File: src/rtl/ifc_pkg.sv
package ifc_pkg;
  typedef enum logic [1:0] {
    RXM_OFF = 2'b00,
    RXM_ONE = 2'b01,
    RXM_TWO = 2'b10,
    RXM_ANY = 2'b11
  } rx_mode_e;

  typedef enum logic [1:0] {
    TXM_OFF  = 2'b00,
    TXM_ONE  = 2'b01,
    TXM_TWO  = 2'b10,
    TXM_PAIR = 2'b11
  } tx_mode_e;

  typedef enum logic [1:0] {
    SQ_IDLE = 2'b00,
    SQ_ON   = 2'b01,
    SQ_OFF  = 2'b10
  } seq_st_e;
endpackage

File: src/rtl/ifc_rx_filter.sv
module ifc_rx_filter
  import ifc_pkg::*;
#(
  parameter int W = 8
) (
  input  logic         clk,
  input  logic         rst_n,
  input  rx_mode_e     mode,
  input  logic         pair_seq,
  input  logic [W-1:0] on1,
  input  logic [W-1:0] on2,
  input  logic [W-1:0] off1,
  input  logic [W-1:0] off2,
  input  logic         in_valid,
  input  logic [W-1:0] in_data,
  output logic         in_ready,
  output logic         out_valid,
  output logic [W-1:0] out_data,
  input  logic         out_ready,
  output logic         halt
);
  seq_st_e      st_q;
  logic [W-1:0] held_q;
  logic         halt_q;
  logic         ov_q;
  logic [W-1:0] od_q;

  logic         seq_on;
  logic         slot_free;
  logic [W-1:0] want2;
  logic         miss;
  logic         take;
  logic         hit_on;
  logic         hit_off;
  logic         is_ctrl;

  assign seq_on    = pair_seq && (mode == RXM_ANY);
  assign slot_free = !ov_q || out_ready;
  assign want2     = (st_q == SQ_ON) ? on2 : off2;
  assign miss      = seq_on && (st_q != SQ_IDLE) && in_valid && (in_data != want2);
  assign in_ready  = slot_free && !miss;
  assign take      = in_valid && in_ready;

  always_comb begin
    hit_on  = 1'b0;
    hit_off = 1'b0;
    unique case (mode)
      RXM_ONE: begin
        hit_on  = (in_data == on1);
        hit_off = (in_data == off1);
      end
      RXM_TWO: begin
        hit_on  = (in_data == on2);
        hit_off = (in_data == off2);
      end
      RXM_ANY: begin
        hit_on  = (in_data == on1) || (in_data == on2);
        hit_off = (in_data == off1) || (in_data == off2);
      end
      default: ;
    endcase
  end

  always_comb begin
    if (seq_on) begin
      is_ctrl = (st_q != SQ_IDLE) || (in_data == on1) || (in_data == off1);
    end else begin
      is_ctrl = hit_on || hit_off;
    end
  end

  always_ff @(posedge clk or negedge rst_n) begin
    if (!rst_n) begin
      ov_q <= 1'b0;
      od_q <= '0;
    end else if (slot_free) begin
      ov_q <= miss || (take && !is_ctrl);
      od_q <= miss ? held_q : in_data;
    end
  end

  always_ff @(posedge clk or negedge rst_n) begin
    if (!rst_n) begin
      st_q   <= SQ_IDLE;
      held_q <= '0;
    end else if (!seq_on) begin
      st_q <= SQ_IDLE;
    end else if (miss && slot_free) begin
      st_q <= SQ_IDLE;
    end else if (take) begin
      unique case (st_q)
        SQ_IDLE: begin
          if (in_data == off1) begin
            st_q   <= SQ_OFF;
            held_q <= in_data;
          end else if (in_data == on1) begin
            st_q   <= SQ_ON;
            held_q <= in_data;
          end
        end
        default: st_q <= SQ_IDLE;
      endcase
    end
  end

  always_ff @(posedge clk or negedge rst_n) begin
    if (!rst_n) begin
      halt_q <= 1'b0;
    end else if (mode == RXM_OFF) begin
      halt_q <= 1'b0;
    end else if (take) begin
      if (seq_on) begin
        if (st_q == SQ_ON)       halt_q <= 1'b0;
        else if (st_q == SQ_OFF) halt_q <= 1'b1;
      end else if (hit_off) begin
        halt_q <= 1'b1;
      end else if (hit_on) begin
        halt_q <= 1'b0;
      end
    end
  end

  assign out_valid = ov_q;
  assign out_data  = od_q;
  assign halt      = halt_q;

  AST_BYPASS_CLEARS_HALT: assert property (@(posedge clk) disable iff (!rst_n)
    (mode == RXM_OFF) |=> !halt);
  AST_SINGLE_OFF_HALTS: assert property (@(posedge clk) disable iff (!rst_n)
    (mode == RXM_ONE && in_valid && in_ready && in_data == off1) |=> halt);
  AST_FIRST_CHAR_NO_ACTION: assert property (@(posedge clk) disable iff (!rst_n)
    (seq_on && st_q == SQ_IDLE && in_valid && in_ready) |=> $stable(halt));
  AST_RELEASE_HELD: assert property (@(posedge clk) disable iff (!rst_n)
    (miss && slot_free) |=> (out_valid && out_data == $past(held_q)));
  AST_OUT_HOLD: assert property (@(posedge clk) disable iff (!rst_n)
    (out_valid && !out_ready) |=> (out_valid && $stable(out_data)));
  AST_BACKPRESSURE_STALLS: assert property (@(posedge clk) disable iff (!rst_n)
    (out_valid && !out_ready) |-> !in_ready);
endmodule

File: src/rtl/ifc_tx_arbiter.sv
module ifc_tx_arbiter
  import ifc_pkg::*;
#(
  parameter int W = 8
) (
  input  logic         clk,
  input  logic         rst_n,
  input  tx_mode_e     mode,
  input  logic [W-1:0] on1,
  input  logic [W-1:0] on2,
  input  logic [W-1:0] off1,
  input  logic [W-1:0] off2,
  input  logic         req_on,
  input  logic         req_off,
  input  logic         halt,
  input  logic         fifo_valid,
  input  logic [W-1:0] fifo_data,
  output logic         fifo_ready,
  output logic         tx_valid,
  output logic [W-1:0] tx_data,
  input  logic         tx_ready
);
  logic         pend_q;
  logic         pend_off_q;
  logic         pend_2nd_q;
  logic [W-1:0] flow_chr;

  always_comb begin
    unique case (mode)
      TXM_TWO:  flow_chr = pend_off_q ? off2 : on2;
      TXM_PAIR: flow_chr = pend_2nd_q ? (pend_off_q ? off2 : on2)
                                      : (pend_off_q ? off1 : on1);
      default:  flow_chr = pend_off_q ? off1 : on1;
    endcase
  end

  assign tx_valid   = pend_q || (!halt && fifo_valid);
  assign tx_data    = pend_q ? flow_chr : fifo_data;
  assign fifo_ready = !pend_q && !halt && tx_ready;

  always_ff @(posedge clk or negedge rst_n) begin
    if (!rst_n) begin
      pend_q     <= 1'b0;
      pend_off_q <= 1'b0;
      pend_2nd_q <= 1'b0;
    end else if (mode == TXM_OFF) begin
      pend_q     <= 1'b0;
      pend_2nd_q <= 1'b0;
    end else if (req_on || req_off) begin
      pend_q     <= 1'b1;
      pend_off_q <= req_off;
      pend_2nd_q <= 1'b0;
    end else if (pend_q && tx_ready) begin
      if (mode == TXM_PAIR && !pend_2nd_q) begin
        pend_2nd_q <= 1'b1;
      end else begin
        pend_q     <= 1'b0;
        pend_2nd_q <= 1'b0;
      end
    end
  end

  AST_HALT_BLOCKS_FIFO: assert property (@(posedge clk) disable iff (!rst_n)
    (halt && !pend_q) |-> (!tx_valid && !fifo_ready));
  AST_PAIR_SECOND: assert property (@(posedge clk) disable iff (!rst_n)
    (mode == TXM_PAIR && pend_q && !pend_2nd_q && tx_ready && !req_on && !req_off)
      |=> (pend_q && pend_2nd_q));
  AST_OFF_MODE_NO_FLOW: assert property (@(posedge clk) disable iff (!rst_n)
    (mode == TXM_OFF) |=> !pend_q);
  AST_FLOW_FIRST: assert property (@(posedge clk) disable iff (!rst_n)
    pend_q |-> (tx_valid && !fifo_ready));
endmodule

File: src/rtl/inband_flow_ctrl.sv
module inband_flow_ctrl
  import ifc_pkg::*;
#(
  parameter int W = 8
) (
  input  logic         clk,
  input  logic         rst_n,
  input  logic [3:0]   cfg_mode,
  input  logic [W-1:0] on1_chr,
  input  logic [W-1:0] on2_chr,
  input  logic [W-1:0] off1_chr,
  input  logic [W-1:0] off2_chr,
  input  logic         rx_valid,
  input  logic [W-1:0] rx_data,
  output logic         rx_ready,
  output logic         out_valid,
  output logic [W-1:0] out_data,
  input  logic         out_ready,
  input  logic         send_on_req,
  input  logic         send_off_req,
  input  logic         fifo_valid,
  input  logic [W-1:0] fifo_data,
  output logic         fifo_ready,
  output logic         tx_valid,
  output logic [W-1:0] tx_data,
  input  logic         tx_ready,
  output logic         tx_halt
);
  rx_mode_e rx_mode;
  tx_mode_e tx_mode;
  logic     pair_seq;
  logic     halt_w;

  assign rx_mode  = rx_mode_e'(cfg_mode[1:0]);
  assign tx_mode  = tx_mode_e'(cfg_mode[3:2]);
  assign pair_seq = (tx_mode == TXM_PAIR);

  ifc_rx_filter #(.W(W)) u_rx (
    .clk       (clk),
    .rst_n     (rst_n),
    .mode      (rx_mode),
    .pair_seq  (pair_seq),
    .on1       (on1_chr),
    .on2       (on2_chr),
    .off1      (off1_chr),
    .off2      (off2_chr),
    .in_valid  (rx_valid),
    .in_data   (rx_data),
    .in_ready  (rx_ready),
    .out_valid (out_valid),
    .out_data  (out_data),
    .out_ready (out_ready),
    .halt      (halt_w)
  );

  ifc_tx_arbiter #(.W(W)) u_tx (
    .clk        (clk),
    .rst_n      (rst_n),
    .mode       (tx_mode),
    .on1        (on1_chr),
    .on2        (on2_chr),
    .off1       (off1_chr),
    .off2       (off2_chr),
    .req_on     (send_on_req),
    .req_off    (send_off_req),
    .halt       (halt_w),
    .fifo_valid (fifo_valid),
    .fifo_data  (fifo_data),
    .fifo_ready (fifo_ready),
    .tx_valid   (tx_valid),
    .tx_data    (tx_data),
    .tx_ready   (tx_ready)
  );

  assign tx_halt = halt_w;

  AST_RESET_STATE: assert property (@(posedge clk) disable iff (!rst_n)
    $rose(rst_n) |-> (!out_valid && !tx_halt));
endmodule

File: config.mk
export PLATFORM = sky130hd
export DESIGN_NAME = inband_flow_ctrl
export DESIGN_NICKNAME = d
export VERILOG_FILES = /design/src/rtl/ifc_pkg.sv /design/src/rtl/ifc_rx_filter.sv /design/src/rtl/ifc_tx_arbiter.sv /design/src/rtl/inband_flow_ctrl.sv
export SDC_FILE = /design/constraint.sdc
export NUM_CORES = 1
export LEC_CHECK = 0
export ABC_AREA = 1
export CORE_UTILIZATION = 44
export DETAILED_ROUTE_END_ITERATION = 6
export DONT_BUFFER_PORTS = 1
export SLEW_MARGIN = 25
export SYNTH_ARGS = -nofsm -noshare
export SYNTH_HDL_FRONTEND = slang
export SYNTH_SLANG_ARGS = --single-unit
File: constraint.sdc
create_clock -name clk -period 1.5 [get_ports clk]
set_clock_uncertainty 0.05 [all_clocks]
set_input_delay 0 -clock clk [delete_from_list [all_inputs] [get_ports clk]]
set_output_delay 0 -clock clk [all_outputs]
set_load 0.02 [all_outputs]
=== Word-level counts from Yosys, hierarchy flattened ===
Index checks and enable logic that the tools add are counted.

* Register bits after elaboration: 23
* Input bits: 60
* Output and inout bits: 21
* Word-level logic and storage cells: 100

* Equal/unequal tests: 16
* Multiplexer cells: 33
* Bitwise gates (word level): 2
* Reduce and logical (&&, ||, !) cells: 41

{| class="wikitable"
|+ Operators with widths
! operator !! count
|-
| 8-bit 2-to-1 mux || 8
|-
| 8-bit equality test || 4
|-
| 1-bit 2-to-1 mux || 16
|-
| 8-bit one-hot mux with 2 select lines || 1
|-
| 1-bit logical AND || 13
|-
| 2-bit 2-to-1 mux || 6
|-
| 2-bit equality test, second input constant || 5
|-
| 1-bit logical OR || 9
|-
| 8-bit inequality test || 1
|-
| 1-bit zero test || 6
|-
| 2-bit zero test || 3
|-
| 1-bit one-hot mux with 3 select lines || 2
|-
| 2-bit AND reduction || 3
|-
| 2-bit nonzero test || 3
|-
| 5-bit inequality test, second input constant || 1
|-
| 5-bit AND reduction || 1
|-
| 2-bit by 1-bit equality test with 1-bit output, second input constant || 2
|-
| 4-bit inequality test, second input constant || 1
|-
| 4-bit nonzero test || 1
|-
| 3-bit by 1-bit inequality test with 1-bit output, second input constant || 1
|-
| 3-bit inequality test, second input constant || 1
|-
| 3-bit AND reduction || 1
|-
| 3-bit nonzero test || 1
|-
| 1-bit inverter || 2
|}

=== Logic depth before layout (Yosys ltp) ===
Gate-level depths: netlist of the first run.

* Depth in word-level cells: 11
* Mapped depth: 15

=== By module ===
A second synthesis of the first run with hierarchy kept.

* Cell total of the unflattened synthesis: 392
* Area, all modules: 2257.2 um^2

{| class="wikitable"
|+ Modules (own cells, without submodules)
! module !! times used !! cells each !! area an instance (um^2) !! seq. area each (um^2)
|-
| ifc_rx_filter || 1 || 269 || 1684.1 || 500.5
|-
| ifc_tx_arbiter || 1 || 121 || 565.5 || 75.1
|-
| inband_flow_ctrl || 1 || 2 || 7.5 || 0.0
|}

=== Worst setup path after synthesis of the first run ===
OpenSTA, ideal clock, no wires.

* Kind: register to register
* From: reg u_rx.ov_q, in the netlist u_rx.out_valid
* To: reg u_rx.held_q[1]
* Library setup time: 74 ps
* Arrival time: 1584 ps
* Setup slack: -208 ps
* Stages on the path, launching flop included: 10
* Path buffers: 1
* Clock period less this slack: 1708 ps
* Cell sequence: dfrtp_1 > inv_1 > nor2_1 > inv_1 > nand2_4 > clkinv_4 > nand3_4 > buf_6 > nand2_2 > o21ai_2

* Word-level cells in the longest chain between the ends: 5
* Elaborated cells between the ends (all ways): 7

{| class="wikitable"
|+ Ends and longest elaborated chain
! element !! RTL line !! RTL
|-
| start: declaration || ifc_rx_filter.sv:25 || <nowiki>logic ov_q;</nowiki>
|-
| start signal: assignment || ifc_rx_filter.sv:77 || <nowiki>ov_q <= miss || (take && !is_ctrl);</nowiki>
|-
| 1-bit zero test || ifc_rx_filter.sv:38 || <nowiki>assign slot_free = !ov_q || out_ready;</nowiki>
|-
| 1-bit logical OR || ifc_rx_filter.sv:38 ||
|-
| 1-bit logical AND || ifc_rx_filter.sv:41 || <nowiki>assign in_ready = slot_free && !miss;</nowiki>
|-
| named net rx_ready || inband_flow_ctrl.sv:15 || <nowiki>output logic rx_ready,</nowiki>
|-
| 1-bit logical AND || ifc_rx_filter.sv:42 || <nowiki>assign take = in_valid && in_ready;</nowiki>
|-
| 5-bit AND reduction (no source line) || -- ||
|-
| end signal: assignment || ifc_rx_filter.sv:95 || <nowiki>held_q <= in_data;</nowiki>
|-
| end signal: assignment || ifc_rx_filter.sv:98 || <nowiki>held_q <= in_data;</nowiki>
|-
| end: declaration || ifc_rx_filter.sv:23 || <nowiki>logic [W-1:0] held_q;</nowiki>
|}

The timed path passes the listed nets, and every way through them passes these cells.
A chain may end at the register's enable or synchronous reset.

=== Worst setup path in the final report of the first run ===
* From: reg u_rx.st_q[1]
* To: reg u_rx.held_q[3]

* Word-level cells in the longest chain between the ends: 8
* Elaborated cells between the ends (all ways): 14

{| class="wikitable"
|+ Ends and longest elaborated chain
! element !! RTL line !! RTL
|-
| start: declaration || ifc_rx_filter.sv:22 || <nowiki>seq_st_e st_q;</nowiki>
|-
| start signal: assignment || ifc_rx_filter.sv:84 || <nowiki>st_q <= SQ_IDLE;</nowiki>
|-
| start signal: assignment || ifc_rx_filter.sv:87 || <nowiki>st_q <= SQ_IDLE;</nowiki>
|-
| start signal: assignment || ifc_rx_filter.sv:89 || <nowiki>st_q <= SQ_IDLE;</nowiki>
|-
| 2-bit by 1-bit equality test with 1-bit output or 2-bit nonzero test (tied branches) || ifc_rx_filter.sv:39, ifc_rx_filter.sv:40 ||
|-
| 8-bit 2-to-1 mux or 1-bit logical AND (tied branches) || ifc_rx_filter.sv:39, ifc_rx_filter.sv:40 ||
|-
| 8-bit inequality test or 1-bit logical AND (tied branches) || ifc_rx_filter.sv:40 || <nowiki>assign miss = seq_on && (st_q != SQ_IDLE) && in_valid && (in_data != want2);</nowiki>
|-
| 1-bit logical AND || ifc_rx_filter.sv:40 ||
|-
| 1-bit zero test || ifc_rx_filter.sv:41 ||
|-
| 1-bit logical AND || ifc_rx_filter.sv:41 ||
|-
| 1-bit logical AND || ifc_rx_filter.sv:42 ||
|-
| 5-bit AND reduction (no source line) (*) || -- ||
|}

Every way passes the cells marked *; elsewhere a longest branch is shown, timed or not.

==> metrics.cfg, run 1 <==
[drt]
first_pass_iters=6
top_layer=met4
drc_errors=3
routed_via_density=5.187
ant_nets=0
wl_met3_um=409
met1_length_um=2616
drt-total-wl_um=6311
wl_met2_um=3218
vias=2277
drt_iter0_markers=110
wl_per_cell_um=14.38

[synthesis]
yosys.cell_count.top_type=nand2_1
synthCells=344
synthFlopType=dfrtp_1
yosys_warnings=0
synth_top_area_share_pct=27.50
async_flop_share_pct=100.0
synth_nets=404
syn_area_um2=2093
synth_seq_cells=23
yosysTopAreaCell=dfrtp_1
synthTopCellsByArea=dfrtp_1 27%, nand2_1 22%, nor2_1 7.2%
ys_seq_area_share_pct=27.50
synth_commonest_cells=123 x nand2_1, 40 x nor2_1, 36 x inv_1, 26 x o21ai_0, 23 x dfrtp_1
synth_edf_count=0
syn_avg_cell_area_um2=6.085
ys_types=29

[critical_path]
cp_slowest_stage_delay_ns=0.44
rr_worst_depth=14
cp-start-kind=flip-flop
ff2ff_setup_slack_ns=-0.22
cp_slowest_cell=dfrtp_1
endpoint_kind=flip-flop
r2r-start=u_rx.st_q[1]
path_class=reg2reg
worstPathCellList=inv_2, nand2_4, nand2_2, nand2_1, nand2_1, nand2_1, nor2_2, nand3_2, nand2_2, nand2_4, clkinv_4, nand3_4, nand2_2, o21ai_2
worstReg2RegEnd=u_rx.held_q[3]
crit_arrival_ns=1.83
cp_max_fo=8
critPathRequiredTime_ns=1.61

[global_route]
grt_max_degree=28
gr-total-overflow=0
grt_pass1_vias=2207
grt_pass1_wl_um=9818
antenna_found_initial=0
grt_usage_pct=24.62

[clock_tree]
cts_made_buffers=3
root_buffer=clkbuf_8
htreeDepth=1
cts_max_path_buffers=2
clk_pin_slew_worst_paths_ns=0.09
clk-insertion-delay-late_ns=0.27
clock-sinks=23
cts_tree=done

[sta]
max_slew_margin_pct=57.19
fin_ws_ns=-0.2178
fin_crit_sh_pct=114.5
setup_violations=27
maxSlewViolCount=0
max_freq_ghz=0.5821
rsz0062_at_grt=yes
fin_crit_ns=1.718
hold_viol=10
whs_ns=-0.1878
worstMarginPinSlew_ns=0.6355

[die]
start_util_pct=46.78
die_h_um=70.98
core_um2=4474
dieArea_um2=5037
fp-row-count=24
num_io_pins=81
fp.dieW_um=70.98

[run_status]
outcome=complete, but fails checks
violations=DRC, hold timing, setup timing

[power_and_ir_drop]
pwr_density_cell_nw_per_um2=668.8
p_leak_nw=1.347
vdd_drop_max_mv=0.4068

[finish]
drive_above_1_share_pct=27.91
fin_nets=448
layout.cells.non_filler=439
diodes=0
final_core_util_pct=63.03
synthToLayoutAreaGrowth_pct=34.73

[placement]
globalplace.congestion=0.8212
port_buffers=0
hpwl_um=4508
dpl.cell_count=409

[hold_path]
hold_path_class=in2reg
min_delay_path_depth=2
hp-start=rx_valid
whs_endpoint=u_rx.out_valid

[flow_run]
max-cap-violations=0

## registers in the layout (all words and copies together) (netlist names)
register / flops
u_rx.halt: 1
u_rx.held_q: 8
u_rx.out_data: 8
u_rx.out_valid: 1
u_rx.st_q: 2
u_tx.pend_2nd_q: 1
u_tx.pend_off_q: 1
u_tx.pend_q: 1
## layout make-up
type / instances / area (um^2)
Fill cell: 426 / 1654
Multi-Input combinational cell: 269 / 1514
Sequential cell: 23 / 579.3
Timing Repair Buffer: 45 / 432.9
Inverter: 46 / 180.2
Tap cell: 52 / 65.06
Clock buffer: 3 / 41.29
Clock inverter: 1 / 7.507
## power breakdown
part           total (mW)  switching (mW)  internal, mW
clock               0.405           0.216         0.188
sequential          0.736          0.0759         0.660
combinational       0.746           0.401         0.345
## worst max path at each step
stage                 start              to
5_1_grt        u_rx.st_q[1]  u_rx.held_q[1]
4_1_cts        u_rx.st_q[1]  u_rx.held_q[5]
6_report       u_rx.st_q[1]  u_rx.held_q[3]
3_5_place_dp   u_rx.st_q[1]  u_rx.held_q[0]
3_3_place_gp   u_rx.st_q[0]  u_rx.held_q[3]
2_1_floorplan  u_rx.st_q[1]  u_rx.held_q[1]
## worst max-delay path, delay by kind of cell (launching register included)
family | cells | cell delay, ns
AOI/OAI and AO/OA | 1 | 0.05
buffers and inverters | 2 | 0.18
and+or+nand+nor | 11 | 0.89
DFF | 1 | 0.44
## through the flow
step                TNS [ns]  setup WS (ns)  instance area [um^2]  hold slack (ns)  power (mW)
finish                -3.138        -0.2178                  2820          -0.1878       1.886
global route          -6.814        -0.3896                  2820          -0.1897       2.000
CTS                   -2.640        -0.1848                  2597          -0.2036       1.773
detailed placement    -3.852        -0.2582                  2291          -0.3450       1.281
global placement      -3.168        -0.2333                  2291          -0.3451       1.277
floorplan             -1.285        -0.1702                  2102          -0.3456       1.125
## what timing repair did
| action | in CTS | in global routing |
|---|---|---|
| endpoints found under the setup margin | 27 | 30 |
| setup buffers | 3 | 3 |
| hold buffers | 13 | 2 |
| gates cloned | 2 | 3 |
| endpoints found under the hold margin | 44 | 34 |
| resized for setup | 40 | 39 |
| pin swaps | 14 | 25 |
## per-layer routing
metal / GRT usage [%] / up-vias
met5: 0 / -
met4: 6.444 / 0
met3: 5.413 / 6
met2: 44.66 / 77
met1: 29.35 / 1015
li1: - / 1179
## placed cells by master (no fill, tap or decap), drive strengths merged
master and instances:
a211oi 2, clkinv 1, xnor2 12, o21bai 2
nand3 13, mux2 1, o31ai 1, o21ai 34
nand4 4, xor2 2, clkbuf 5, a21oi 15
buf 29, dfrtp 23, clkinvlp 1, nor3 3
nor2 42, dlygate4sd3 14, or2 1, o211ai 8
inv 45, nand2 127, mux2i 2
## kinds of logic after synthesis
group,synth area share (%)
AND/OR/NAND/NOR,37.18
flip-flops,27.50
buffers and inverters,10.16
multiplexers,1.494
XOR/XNOR,5.858
AO/OA/AOI/OAI,17.81
Power figures use the tool's default switching activity.
==> inputs of run 2 (changes only) <==
Settings changed: PLACE_DENSITY from default to 0.57, TNS_END_PERCENT from default to 1.
==> metrics.cfg, run 2 (synthesis results as in run 1) <==
[clock_tree]
root_buffer=clkbuf_8
clock-sinks=23  ; unchanged
cts_setup_buffers=0  ; -3
cts_tree=done
cts_made_buffers=3  ; unchanged
cts_max_path_buffers=2  ; unchanged
clk_pin_slew_worst_paths_ns=0.08  ; about the same
htreeDepth=1  ; unchanged
clk-insertion-delay-late_ns=0.26  ; about the same

[critical_path]
worstPathCellList=inv_2, nand2_4, nand2_2, nand2_1, nand2_1, nand2_1, nor2_1, nand3_1, nand2_2, nand2_4, clkinv_4, nand3_4, nand2_1, o21ai_2
path_class=reg2reg
crit_top_cell=nand2_1
cp-start-kind=flip-flop
cp_top_family=simple AND/OR/NAND/NOR gates
crit_arrival_ns=1.79  ; -0.04 ns
cp_slowest_cell=dfrtp_1
endpoint_kind=flip-flop
critPathBufInv=2  ; unchanged
cp_max_fo=8  ; unchanged
cp_slowest_stage_delay_ns=0.43  ; about the same
critPathRequiredTime_ns=1.60  ; about the same

[die]
start_util_pct=46.78  ; unchanged
die_h_um=70.98  ; unchanged
fp.dieW_um=70.98  ; unchanged
dieArea_um2=5037  ; unchanged
core_um2=4474  ; unchanged
num_io_pins=81  ; unchanged
fp-row-count=24  ; unchanged

[global_route]
use_met3_pct=5.128  ; -0.28 points
grt_pass1_wl_um=9825  ; about the same
gr-total-overflow=0  ; unchanged
met1_usage_pct=29.64  ; +0.28 points
grt_usage_pct=24.29  ; -0.33 points
grt_pass1_vias=2156  ; -2.3%
grt.busiest_layer=met2
antenna_found_initial=0  ; unchanged
grt_max_degree=30  ; +7.1%
met2_usage_pct=43.06  ; -1.6 points

[finish]
final_area_um2=2603  ; -7.7%
drive_above_1_share_pct=19.16  ; -8.7 points
synthToLayoutAreaGrowth_pct=24.33
diodes=0  ; unchanged
final_cell_mix=116 x nand2_1, 37 x nor2_1, 35 x inv_1, 21 x dfrtp_1, 18 x buf_4
layout.cells.non_filler=433  ; -1.4%
fin_nets=442  ; -1.3%
mostFrequentLayoutCell=nand2_1

[power_and_ir_drop]
p_leak_nw=1.274  ; -5.4%
pwr_density_cell_nw_per_um2=665.4  ; -0.51%
vdd_drop_max_mv=0.3348  ; -18%
total_power_mw=1.732  ; -8.2%

[hold_path]
hold_path_class=in2reg

[placement]
dpl.cell_count=411  ; +0.49%
port_buffers=0  ; unchanged
pre_cts_ws_ns=-0.2648  ; -0.006686 ns
globalplace.congestion=0.8473  ; +3.2%
place_area_um2=2303  ; +0.55%
hpwl_um=4548  ; +0.89%

[drt]
drc_errors=4  ; +1
vias=2282  ; +0.22%
drt_iter0_markers=105  ; -4.5%
wl_per_cell_um=13.34  ; -7.2%
drt-total-wl_um=5775  ; -8.5%
first_pass_iters=6  ; unchanged
routed_via_density=5.270  ; +1.6%
ant_nets=0  ; unchanged

[sta]
fin_crit_ns=1.687  ; -0.03066 ns
worstMarginPinSlew_ns=0.6218  ; -0.01369 ns
rsz0062_at_grt=yes
fin_ws_ns=-0.1872  ; +0.03066 ns
fin_tns_setup_ns=-2.611  ; +0.5269 ns
fin_crit_sh_pct=112.5  ; -2.0 points
max_slew_margin_pct=58.11  ; +0.92 points
maxSlewViolCount=0  ; unchanged
max_freq_ghz=0.5927  ; +1.8%
whs_ns=-0.1834  ; +0.004406 ns
setup_violations=22  ; -19%
hold_viol=11  ; +1

[flow_run]
max-cap-violations=0  ; unchanged

[run_status]
outcome=complete, but fails checks
violations=DRC, hold timing, setup timing

run 2: report_power, final:
group	switching (mW)	internal (mW)
clock	0.195	0.185
sequential	0.0697	0.659
combinational	0.349	0.274
run 2: routing by layer:
layer / up-vias / share of wire (%)
met2: 79 / 48
met4: 0 / 1.5
li1: 1172 / -
met5: - / 0
met3: 6 / 7.4
met1: 1025 / 43
run 2: what timing repair did:
item                                    4_1_cts  5_1_grt
gates resized for setup                      20       14
hold endpoints to repair                     44       41
endpoints found under the setup margin       28       31
hold buffers                                 15        2
pin swaps                                     2        6
cloned                                        1        0
run 2: layout make-up:
| type | instances | area [um^2] |
|---|---|---|
| repair buffers | 39 | 354.1 |
| flip-flops and latches | 23 | 578.1 |
| clock inverters | 1 | 5.005 |
| multi-input cells | 269 | 1381 |
| fillers | 463 | 1872 |
| well taps | 52 | 65.06 |
| clock buffers | 3 | 41.29 |
| inverters | 46 | 177.7 |
run 2: final timing paths:
check | start | endpoint | slack, ns | depth (start not counted)
max | u_rx.st_q[1] | u_rx.held_q[7] | -0.19 | 14
min | rx_valid | u_rx.out_valid | -0.18 | 2
max reg2reg | u_rx.st_q[1] | u_rx.held_q[7] | -0.19 | 14
min reg2reg | u_rx.held_q[4] | u_rx.held_q[4] | 0.44 | 2
max in group asynchronous | rst_n | u_rx.st_q[0] | 0.81 | 2
min in group asynchronous | rst_n | u_rx.out_data[6] | 0.21 | 2
run 2: stage by stage:
stage                     util, %  hold slack [ns]
after floorplan                 -          -0.3456
after global placement      51.48          -0.3451
after detailed placement    51.48          -0.3450
after CTS                   56.88          -0.1968
after global routing        58.17          -0.1732
final                       58.17          -0.1834
==> inputs of run 3 (changes only) <==
Settings changed: RECOVER_POWER from default to 100.
==> metrics.cfg, run 3 (synthesis results as in run 1) <==
[drt]
wl_met2_um=2777  ; unchanged
top_layer=met4
drt-total-wl_um=5774  ; about the same
vias=2282  ; unchanged
drc_errors=4  ; unchanged
first_pass_iters=6  ; unchanged
wl_met3_um=430  ; +0.47%
met1_length_um=2478  ; about the same
ant_nets=0  ; unchanged
wl_per_cell_um=13.33  ; about the same
drt_iter0_markers=105  ; unchanged
routed_via_density=5.270  ; unchanged

[critical_path]
crit_top_cell=nand2_1
worstPathCellList=inv_2, nand2_4, nand2_2, nand2_1, nand2_1, nand2_1, nor2_1, nand3_1, nand2_2, nand2_4, clkinv_4, nand3_4, nand2_1, o21ai_2
critPathRequiredTime_ns=1.60  ; about the same
endpoint_kind=flip-flop
cp_slowest_cell=dfrtp_1
path_class=reg2reg
cp-start-kind=flip-flop
cp_max_fo=8  ; unchanged
cp_slowest_stage_delay_ns=0.43  ; about the same
crit_arrival_ns=1.79  ; about the same

[placement]
globalplace.congestion=0.8473  ; unchanged
hpwl_um=4548  ; unchanged
port_buffers=0  ; unchanged
dpl.cell_count=411  ; unchanged
place_area_um2=2303  ; unchanged
pre_cts_ws_ns=-0.2648  ; unchanged

[power_and_ir_drop]
power.net_switching_mw=0.6134  ; about the same
combPwrFrac_pct=35.9  ; about the same
p_sw_share_pct=35.47  ; +0.038 points
power_frac_seq_pct=42.1  ; about the same
p_int_mw=1.116  ; -0.18%
p_leak_nw=1.271  ; -0.25%
pwr_density_cell_nw_per_um2=665.5  ; about the same
vdd_drop_max_mv=0.3348  ; about the same
clockPowerShare_pct=22.0  ; about the same

[clock_tree]
clk-insertion-delay-late_ns=0.26  ; about the same
root_buffer=clkbuf_8
cts_tree=done
clock-sinks=23  ; unchanged
cts_made_buffers=3  ; unchanged
cts_max_path_buffers=2  ; unchanged
cts_setup_buffers=0  ; unchanged
clk_pin_slew_worst_paths_ns=0.08  ; about the same
htreeDepth=1  ; unchanged

[sta]
whs_ns=-0.1834  ; +0.000001000 ns
max_freq_ghz=0.5927  ; unchanged
worstMarginPinSlew_ns=0.6218  ; unchanged
fin_ws_ns=-0.1872  ; unchanged
setup_violations=22  ; unchanged
hold_viol=11  ; unchanged
fin_crit_sh_pct=112.5  ; unchanged
max_slew_margin_pct=58.11  ; unchanged
rsz0062_at_grt=yes
maxSlewViolCount=0  ; unchanged
fin_crit_ns=1.687  ; unchanged

[flow_run]
max-cap-violations=0  ; unchanged

[global_route]
antenna_found_initial=0  ; unchanged
grt_max_degree=30  ; unchanged
grt_pass1_wl_um=9825  ; unchanged
grt_usage_pct=24.29  ; unchanged
grt_pass1_vias=2156  ; unchanged
gr-total-overflow=0  ; unchanged

[die]
fp-row-count=24  ; unchanged
start_util_pct=46.78  ; unchanged
die_h_um=70.98  ; unchanged
fp.dieW_um=70.98  ; unchanged
dieArea_um2=5037  ; unchanged
core_um2=4474  ; unchanged
num_io_pins=81  ; unchanged

[finish]
regArea_um2=578.1  ; unchanged
multi_input_area_um2=1381  ; unchanged
fill_cells=465  ; +0.43%
layout.cells.non_filler=433  ; unchanged
final_core_util_pct=58.08  ; -0.084 points
final_cell_mix=116 x nand2_1, 37 x nor2_1, 35 x inv_1, 21 x dfrtp_1, 17 x buf_4
mostFrequentLayoutCell=nand2_1
final_area_um2=2599  ; -0.14%
synthToLayoutAreaGrowth_pct=24.15
drive_above_1_share_pct=18.90  ; -0.26 points
diodes=0  ; unchanged
fin_nets=442  ; unchanged

[hold_path]
hold_path_class=in2reg

[run_status]
outcome=complete, but fails checks
violations=DRC, hold timing, setup timing

-- run 3: cell types whose count changed in the layout (fill, tap and decap cells not counted) --
cell / change
buf_4: -1
clkbuf_2: +1
clkbuf_1: +1
buf_2: -1
-- run 3: power groups by stage --
stage	clock network [mW]	logic (mW)	registers [mW]
2_1_floorplan	0	0.395	0.729
3_3_place_gp	0	0.541	0.737
3_5_place_dp	0	0.547	0.738
4_1_cts	0.392	0.608	0.727
5_1_grt	0.412	0.698	0.735
6_report	0.380	0.621	0.729
-- run 3: layout make-up --
cell class                 instances  area share, %
clock inverter                     1         0.1926
clock buffer                       3          1.589
inverter                          46          6.837
timing repair buffer              39          13.48
tap                               52          2.504
sequential                        23          22.24
multi-input combinational        269          53.15
-- run 3: routing by layer --
layer | GRT usage, % | up-vias
met4 | 7.111 | 0
met2 | 43.06 | 79
met1 | 29.64 | 1025
met5 | 0 | -
met3 | 5.128 | 6
li1 | - | 1172
-- run 3: worst paths after layout --
path	cells past startpoint	endpoint	slack [ns]	start
max	14	u_rx.held_q[7]	-0.19	u_rx.st_q[1]
min	2	u_rx.out_valid	-0.18	rx_valid
max reg2reg	14	u_rx.held_q[7]	-0.19	u_rx.st_q[1]
min reg2reg	2	u_rx.held_q[4]	0.44	u_rx.held_q[4]
max in group asynchronous	2	u_rx.st_q[0]	0.76	rst_n
min in group asynchronous	2	u_rx.out_data[6]	0.23	rst_n
-- run 3: repair_timing --
item / CTS / global route
setup endpoints to repair: 28 / 31
gates resized for setup: 20 / 14
hold buffers: 15 / 2
endpoints found under the hold margin: 44 / 41
gates cloned: 1 / 0
pin swaps: 2 / 6
-- run 3: worst max-delay path, delay by kind of cell, from the launching register on --
| kind | cells | cell delay, ns |
|---|---|---|
| AO/OA/AOI/OAI | 1 | 0.05 |
| AND/OR/NAND/NOR | 11 | 0.86 |
| flip-flops | 1 | 0.43 |
| buffers and inverters | 2 | 0.17 |
-- run 3: stage by stage --
step / setup TNS (ns) / power, mW
after floorplan: -1.281 / 1.124
after global placement: -3.426 / 1.278
after detailed placement: -4.060 / 1.285
after CTS: -2.714 / 1.727
after global routing: -7.046 / 1.845
final: -2.611 / 1.729
